### src/rtl/l4c_pkg.sv
package l4c_pkg;

  localparam int CODE_W  = 4;
  localparam int NUM_CHK = 10;

  // TCP flag byte bit positions
  localparam int FIN_BIT = 0;
  localparam int SYN_BIT = 1;
  localparam int RST_BIT = 2;
  localparam int URG_BIT = 5;

  typedef enum logic [CODE_W-1:0] {
    CODE_NONE    = 4'd0,
    CODE_SHORT   = 4'd1,
    CODE_CKSUM   = 4'd2,
    CODE_LEN     = 4'd3,
    CODE_PORT    = 4'd4,
    CODE_FINONLY = 4'd8,
    CODE_NOFLAG  = 4'd9,
    CODE_FINRST  = 4'd10,
    CODE_SYNURG  = 4'd11,
    CODE_SYNRST  = 4'd12,
    CODE_SYNFIN  = 4'd13
  } l4Code_e;

  // Check indices, in priority order (index 0 wins)
  localparam int IX_SHORT   = 0;
  localparam int IX_LEN     = 1;
  localparam int IX_CKSUM   = 2;
  localparam int IX_PORT    = 3;
  localparam int IX_FINONLY = 4;
  localparam int IX_NOFLAG  = 5;
  localparam int IX_FINRST  = 6;
  localparam int IX_SYNURG  = 7;
  localparam int IX_SYNRST  = 8;
  localparam int IX_SYNFIN  = 9;

  typedef struct packed {
    logic               load;
    logic [NUM_CHK-1:0] pick;
  } l4Strobe_t;

  function automatic l4Code_e codeOf(input int idx);
    case (idx)
      IX_SHORT:   return CODE_SHORT;
      IX_LEN:     return CODE_LEN;
      IX_CKSUM:   return CODE_CKSUM;
      IX_PORT:    return CODE_PORT;
      IX_FINONLY: return CODE_FINONLY;
      IX_NOFLAG:  return CODE_NOFLAG;
      IX_FINRST:  return CODE_FINRST;
      IX_SYNURG:  return CODE_SYNURG;
      IX_SYNRST:  return CODE_SYNRST;
      IX_SYNFIN:  return CODE_SYNFIN;
      default:    return CODE_NONE;
    endcase
  endfunction

endpackage

### src/rtl/l4c_control.sv
module l4c_control
  import l4c_pkg::*;
(
  input  logic               inValid,
  input  logic [NUM_CHK-1:0] hits,
  output l4Strobe_t          strobe
);

  // Fixed priority: the lowest index that matched is the one reported.
  always_comb begin
    logic found;
    found       = 1'b0;
    strobe.load = inValid;
    strobe.pick = '0;
    for (int i = 0; i < NUM_CHK; i++) begin
      if (hits[i] && !found) begin
        strobe.pick[i] = 1'b1;
        found          = 1'b1;
      end
    end
  end

endmodule

### src/rtl/l4c_datapath.sv
module l4c_datapath
  import l4c_pkg::*;
#(
  parameter int PORT_W   = 16,
  parameter int LEN_W    = 16,
  parameter int TCP_HDR  = 20,
  parameter int UDP_HDR  = 8
) (
  input  logic               clk,
  input  logic               rstN,
  input  logic               isTcp,
  input  logic [PORT_W-1:0]  srcPort,
  input  logic [PORT_W-1:0]  dstPort,
  input  logic [7:0]         tcpFlags,
  input  logic [LEN_W-1:0]   l4Len,
  input  logic [LEN_W-1:0]   ipPayLen,
  input  logic [LEN_W-1:0]   bytesAvail,
  input  logic               cksumOk,
  input  l4Strobe_t          strobe,
  output logic [NUM_CHK-1:0] hits,
  output logic               outValid,
  output logic [CODE_W-1:0]  outCode
);

  localparam logic [LEN_W-1:0] TCP_MIN = LEN_W'(TCP_HDR);
  localparam logic [LEN_W-1:0] UDP_MIN = LEN_W'(UDP_HDR);

  logic short_, trusted, tcpOk;
  logic fin, syn, rst, urg;

  assign short_  = bytesAvail < (isTcp ? TCP_MIN : UDP_MIN);
  assign trusted = !short_;
  assign tcpOk   = trusted && isTcp;
  assign fin     = tcpFlags[FIN_BIT];
  assign syn     = tcpFlags[SYN_BIT];
  assign rst     = tcpFlags[RST_BIT];
  assign urg     = tcpFlags[URG_BIT];

  // Condition vector; fields past the available bytes are masked.
  always_comb begin
    hits              = '0;
    hits[IX_SHORT]    = short_;
    hits[IX_LEN]      = trusted && (l4Len != ipPayLen);
    hits[IX_CKSUM]    = trusted && !cksumOk;
    hits[IX_PORT]     = trusted && ((srcPort == '0) || (dstPort == '0));
    hits[IX_FINONLY]  = tcpOk && (tcpFlags == 8'h01);
    hits[IX_NOFLAG]   = tcpOk && (tcpFlags == 8'h00);
    hits[IX_FINRST]   = tcpOk && fin && rst;
    hits[IX_SYNURG]   = tcpOk && syn && urg;
    hits[IX_SYNRST]   = tcpOk && syn && rst;
    hits[IX_SYNFIN]   = tcpOk && syn && fin;
  end

  logic [CODE_W-1:0] nextCode;
  always_comb begin
    nextCode = CODE_NONE;
    for (int i = 0; i < NUM_CHK; i++)
      if (strobe.pick[i]) nextCode = codeOf(i);
  end

  always_ff @(posedge clk or negedge rstN) begin
    if (!rstN) begin
      outValid <= 1'b0;
      outCode  <= CODE_NONE;
    end else begin
      outValid <= strobe.load;
      if (strobe.load) outCode <= nextCode;
    end
  end

  AST_VALID_FOLLOWS: assert property (@(posedge clk) disable iff (!rstN)
    strobe.load |=> outValid);
  AST_IDLE_HOLDS: assert property (@(posedge clk) disable iff (!rstN)
    !strobe.load |=> (!outValid && $stable(outCode)));
  AST_SHORT_WINS: assert property (@(posedge clk) disable iff (!rstN)
    (strobe.load && short_) |=> (outCode == CODE_SHORT));
  AST_UDP_RANGE: assert property (@(posedge clk) disable iff (!rstN)
    (strobe.load && !isTcp) |=> (outCode <= CODE_PORT));
  AST_NO_RESERVED: assert property (@(posedge clk) disable iff (!rstN)
    !((outCode >= 4'd5 && outCode <= 4'd7) || outCode > 4'd13));

endmodule

### src/rtl/l4_anomaly_classifier.sv
module l4_anomaly_classifier
  import l4c_pkg::*;
#(
  parameter int PORT_W  = 16,
  parameter int LEN_W   = 16,
  parameter int TCP_HDR = 20,
  parameter int UDP_HDR = 8
) (
  input  logic              clk,
  input  logic              rstN,
  input  logic              inValid,
  input  logic              inIsTcp,
  input  logic [PORT_W-1:0] inSrcPort,
  input  logic [PORT_W-1:0] inDstPort,
  input  logic [7:0]        inTcpFlags,
  input  logic [LEN_W-1:0]  inL4Len,
  input  logic [LEN_W-1:0]  inIpPayLen,
  input  logic [LEN_W-1:0]  inBytesAvail,
  input  logic              inCksumOk,
  output logic              outValid,
  output logic [3:0]        outCode
);

  l4Strobe_t          strobe;
  logic [NUM_CHK-1:0] hits;

  l4c_control uCtrl (
    .inValid (inValid),
    .hits    (hits),
    .strobe  (strobe)
  );

  l4c_datapath #(
    .PORT_W  (PORT_W),
    .LEN_W   (LEN_W),
    .TCP_HDR (TCP_HDR),
    .UDP_HDR (UDP_HDR)
  ) uData (
    .clk        (clk),
    .rstN       (rstN),
    .isTcp      (inIsTcp),
    .srcPort    (inSrcPort),
    .dstPort    (inDstPort),
    .tcpFlags   (inTcpFlags),
    .l4Len      (inL4Len),
    .ipPayLen   (inIpPayLen),
    .bytesAvail (inBytesAvail),
    .cksumOk    (inCksumOk),
    .strobe     (strobe),
    .hits       (hits),
    .outValid   (outValid),
    .outCode    (outCode)
  );

endmodule

### config.mk
export PLATFORM = sky130hd
export DESIGN_NAME = l4_anomaly_classifier
export DESIGN_NICKNAME = d
export VERILOG_FILES = /design/src/rtl/l4c_pkg.sv /design/src/rtl/l4c_control.sv /design/src/rtl/l4c_datapath.sv /design/src/rtl/l4_anomaly_classifier.sv
export SDC_FILE = /design/constraint.sdc
export NUM_CORES = 1
export LEC_CHECK = 0
export CORE_ASPECT_RATIO = 1.25
export CORE_MARGIN = 1
export CORE_UTILIZATION = 24
export DETAILED_ROUTE_END_ITERATION = 16
export PLACE_DENSITY = 0.84
export SLEW_MARGIN = 10
export SYNTH_ARGS = -nofsm -noshare
export SYNTH_HDL_FRONTEND = slang
export SYNTH_HIERARCHICAL = 1
export SYNTH_SLANG_ARGS = --single-unit
export TNS_END_PERCENT = 30
### constraint.sdc
create_clock -name clk -period 0.8 [get_ports clk]
set_input_delay 0.12 -clock clk [delete_from_list [all_inputs] [get_ports clk]]
set_output_delay 0.12 -clock clk [all_outputs]
set_load 0.005 [all_outputs]
==> metrics.yaml <==
status: "complete, but fails checks"
violations: "negative setup slack"
fin_worst_skew_ns: 0
clock-sinks: 5
diodes: 0
portBuffers: 95
fp.dieH_um: 67.3
grtUsageTotal_pct: 17.7
rows: 23
grt_pass1_vias: 1288
holdWs_ns: 0.128
reg2reg_to: "uData/outCode[0]"
endpoint_kind: "register"
ys_seq_elements: 5
die_x_um: 54.2
synth_mux_area_share_pct: 1.22
fmax_mhz: 427
area_growth_pct: 151
p_leak_uw: 0.000821
ctsHoldBuffers: 0
syn_area_um2: 818
ys_warn_count: 6
critPathKind: "in -> reg"
p_seq_share_pct: 19.5
fill_cells: 282
setup_violations: 9
vias: 1196
dpl.hpwl_um: 2580
final_area_um2: 2050
synth_cell_types: 31
cts_max_path_buffers: 2
initialDrtViolationCount: 29
dieArea_um2: 3650
ant_nets: 0
slew_violations: 0
synth-xor-area-share_pct: 17.1
worstHoldPathType: "in -> async"
grt_pass1_wl_um: 4770
antenna_found_initial: 0
final_nets: 312
tightest_slew_ns: 0.508
crit_end: "uData/outCode[2]"
crit_fanout: 5
rsz0062_at_grt: "true"
gp_congestion: 0.733
cp-startpoint: "inIsTcp"
postSynthCellCount: 99
clk_latency_ns: 0.22
synth_simple_gate_area_share_pct: 48.0
remaining_drc_errors: 0
min_period_ns: 2.34
grt-ovfl-total: 0
cp.arrival_ns: 2.41
drt_first_pass_iters: 4
combPwrFrac_pct: 48.8
synth_top_family_by_area: "simple AND/OR/NAND/NOR gates"
r2r.worst_path.cells: 3
critPathLaunchType: "primary input"
power.internal_uw: 1090
cap_violations: 0
cts_buffers: 3
clkTransAtPathRegs_ns: 0.03
synth_compound_area_share_pct: 7.95
fp.coreArea_um2: 3220
post-place-cells: 245
worstReg2RegStart: "uData/outCode[0]"
required_ns: 0.87
final_cell_mix: "clkdlybuf4s50_1, buf_4, buf_2"
start_util_pct: 25.4
reg2reg_slack_ns: -0.08
final_layout_size_suffix_gt1_share_pct: 42.1
pin_count: 98
swShare_pct: 23.7
hold_viol: 0
clkPwrFrac_pct: 31.8
utilization_pct: 63.7
stdcell_count: 253
p_switching_uw: 340
synthAdderAreaFrac_pct: 3.06
post_drt_via_cell_ratio: 4.73
synth-seq-area-share_pct: 15.3
syn_area_per_cell_um2: 8.27
powerDensity_nw_per_um2: 697
drt_wl_total_um: 3110
synth_nets: 194
cts-root-buf: "clkbuf_8"
grt_max_degree: 8
timing.final.ws_setup_ns: -1.54
fin_crit_sh_pct: 292
place_area_um2: 1940
drt-wirelength-per-cell_um: 12.3
final_common_cell: "clkdlybuf4s50_1"
htreeDepth: 1
cts_tree: "yes"
worst_slew_margin_rel_pct: 66.1
vdd_drop_max_v: 0.000821
p_total_uw: 1430
==> metal layers <==
metal  global-route usage (%)  routed length [um]  vias to the layer above
met2                     36.6                1830                       62
met3                     3.38                 223                        6
met4                     8.65                  59                        0
li1                         -                   -                      606
met5                        0                   0                        -
met1                     14.8                 988                      522
==> flip-flops by register name, summed over array words and instances (netlist names) <==
| name | flops |
|---|---|
| uData/outCode | 4 |
| uData/outValid | 1 |
==> cells in the mapped netlist (all sizes together) <==
library cell  count  share of area [%]
buf               4                4.1
inv               6                2.8
nand4             6                4.6
a31oi             2                1.5
or3               1               0.77
nor4             19                 19
a21oi             2                2.6
o21ai             1               0.61
nor4b             3                5.0
o41ai             1                1.1
mux2i             1                1.2
clkbuf            1               0.46
a21o              1                1.1
nor2b             2                1.5
nand2b            2                1.5
dfrtp             5                 15
nand2             4                1.8
ha                2                3.1
or4               1                1.4
o311ai            1                1.1
xnor2            16                 17
nor2              8                3.7
nand3             1               0.61
nor3b             5                5.2
nor3              4                2.4
==> repair_timing <==
action                     in CTS  in global routing
gates cloned                    0                  0
setup buffers                   1                  3
setup endpoints to repair       9                  9
pin swaps                      37                 23
hold endpoints to repair        0                  0
resized for setup             147                 32
==> logic make-up after synthesis <==
kind of cell / Yosys count
and+or+nand+nor: 56
adders and majority gates: 2
xor gates and xnor gates: 16
buffers and inverters: 11
muxes: 1
AOI/OAI and AO/OA: 8
DFF: 5
==> final cells by class <==
| cell class | instances | area, um^2 | share of cell area (%) |
|---|---|---|---|
| well taps | 37 | 46.3 | 2.25 |
| repair buffers | 118 | 1010 | 49.1 |
| inverters | 6 | 25.0 | 1.22 |
| flip-flops and latches | 5 | 125 | 6.09 |
| multi-input cells | 83 | 805 | 39.2 |
| clock buffers | 4 | 45.0 | 2.19 |
==> power by group through the flow <==
stage / Sequential (uW) / Clock [uW] / Combinational (uW)
global placement: 280 / 0 / 712
floorplan: 283 / 0 / 170
finish: 279 / 455 / 698
CTS: 279 / 467 / 683
global route: 281 / 488 / 754
detailed placement: 283 / 0 / 725
==> critical path, stage by stage <==
cell	delay (ns)
buf_8	0.09
inv_4	0.04
ha_4	0.15
nor4_4	0.22
nand3_2	0.12
a21oi_4	0.21
nor2_4	0.06
or4_4	0.56
buf_12	0.17
nor3_4	0.26
buf_6	0.14
nor4_2	0.04
nand2_1	0.11
a31oi_1	0.12
==> per-stage QoR <==
step / TNS, ns / worst slack (ns)
floorplan: -5.77 / -1.50
global placement: -8.27 / -1.93
detailed placement: -8.82 / -2.04
CTS: -5.89 / -1.43
global route: -6.56 / -1.66
finish: -5.92 / -1.54
==> worst min-delay path by stage <==
stage,startpoint,to,cells after the start
after floorplan,rstN,uData/outCode[0],0
after global placement,rstN,uData/outCode[3],1
after detailed placement,rstN,uData/outCode[2],1
after CTS,rstN,uData/outCode[2],1
after global routing,rstN,uData/outCode[2],1
final,rstN,uData/outCode[3],1
No activity file was read; power rests on OpenSTA's default activity.
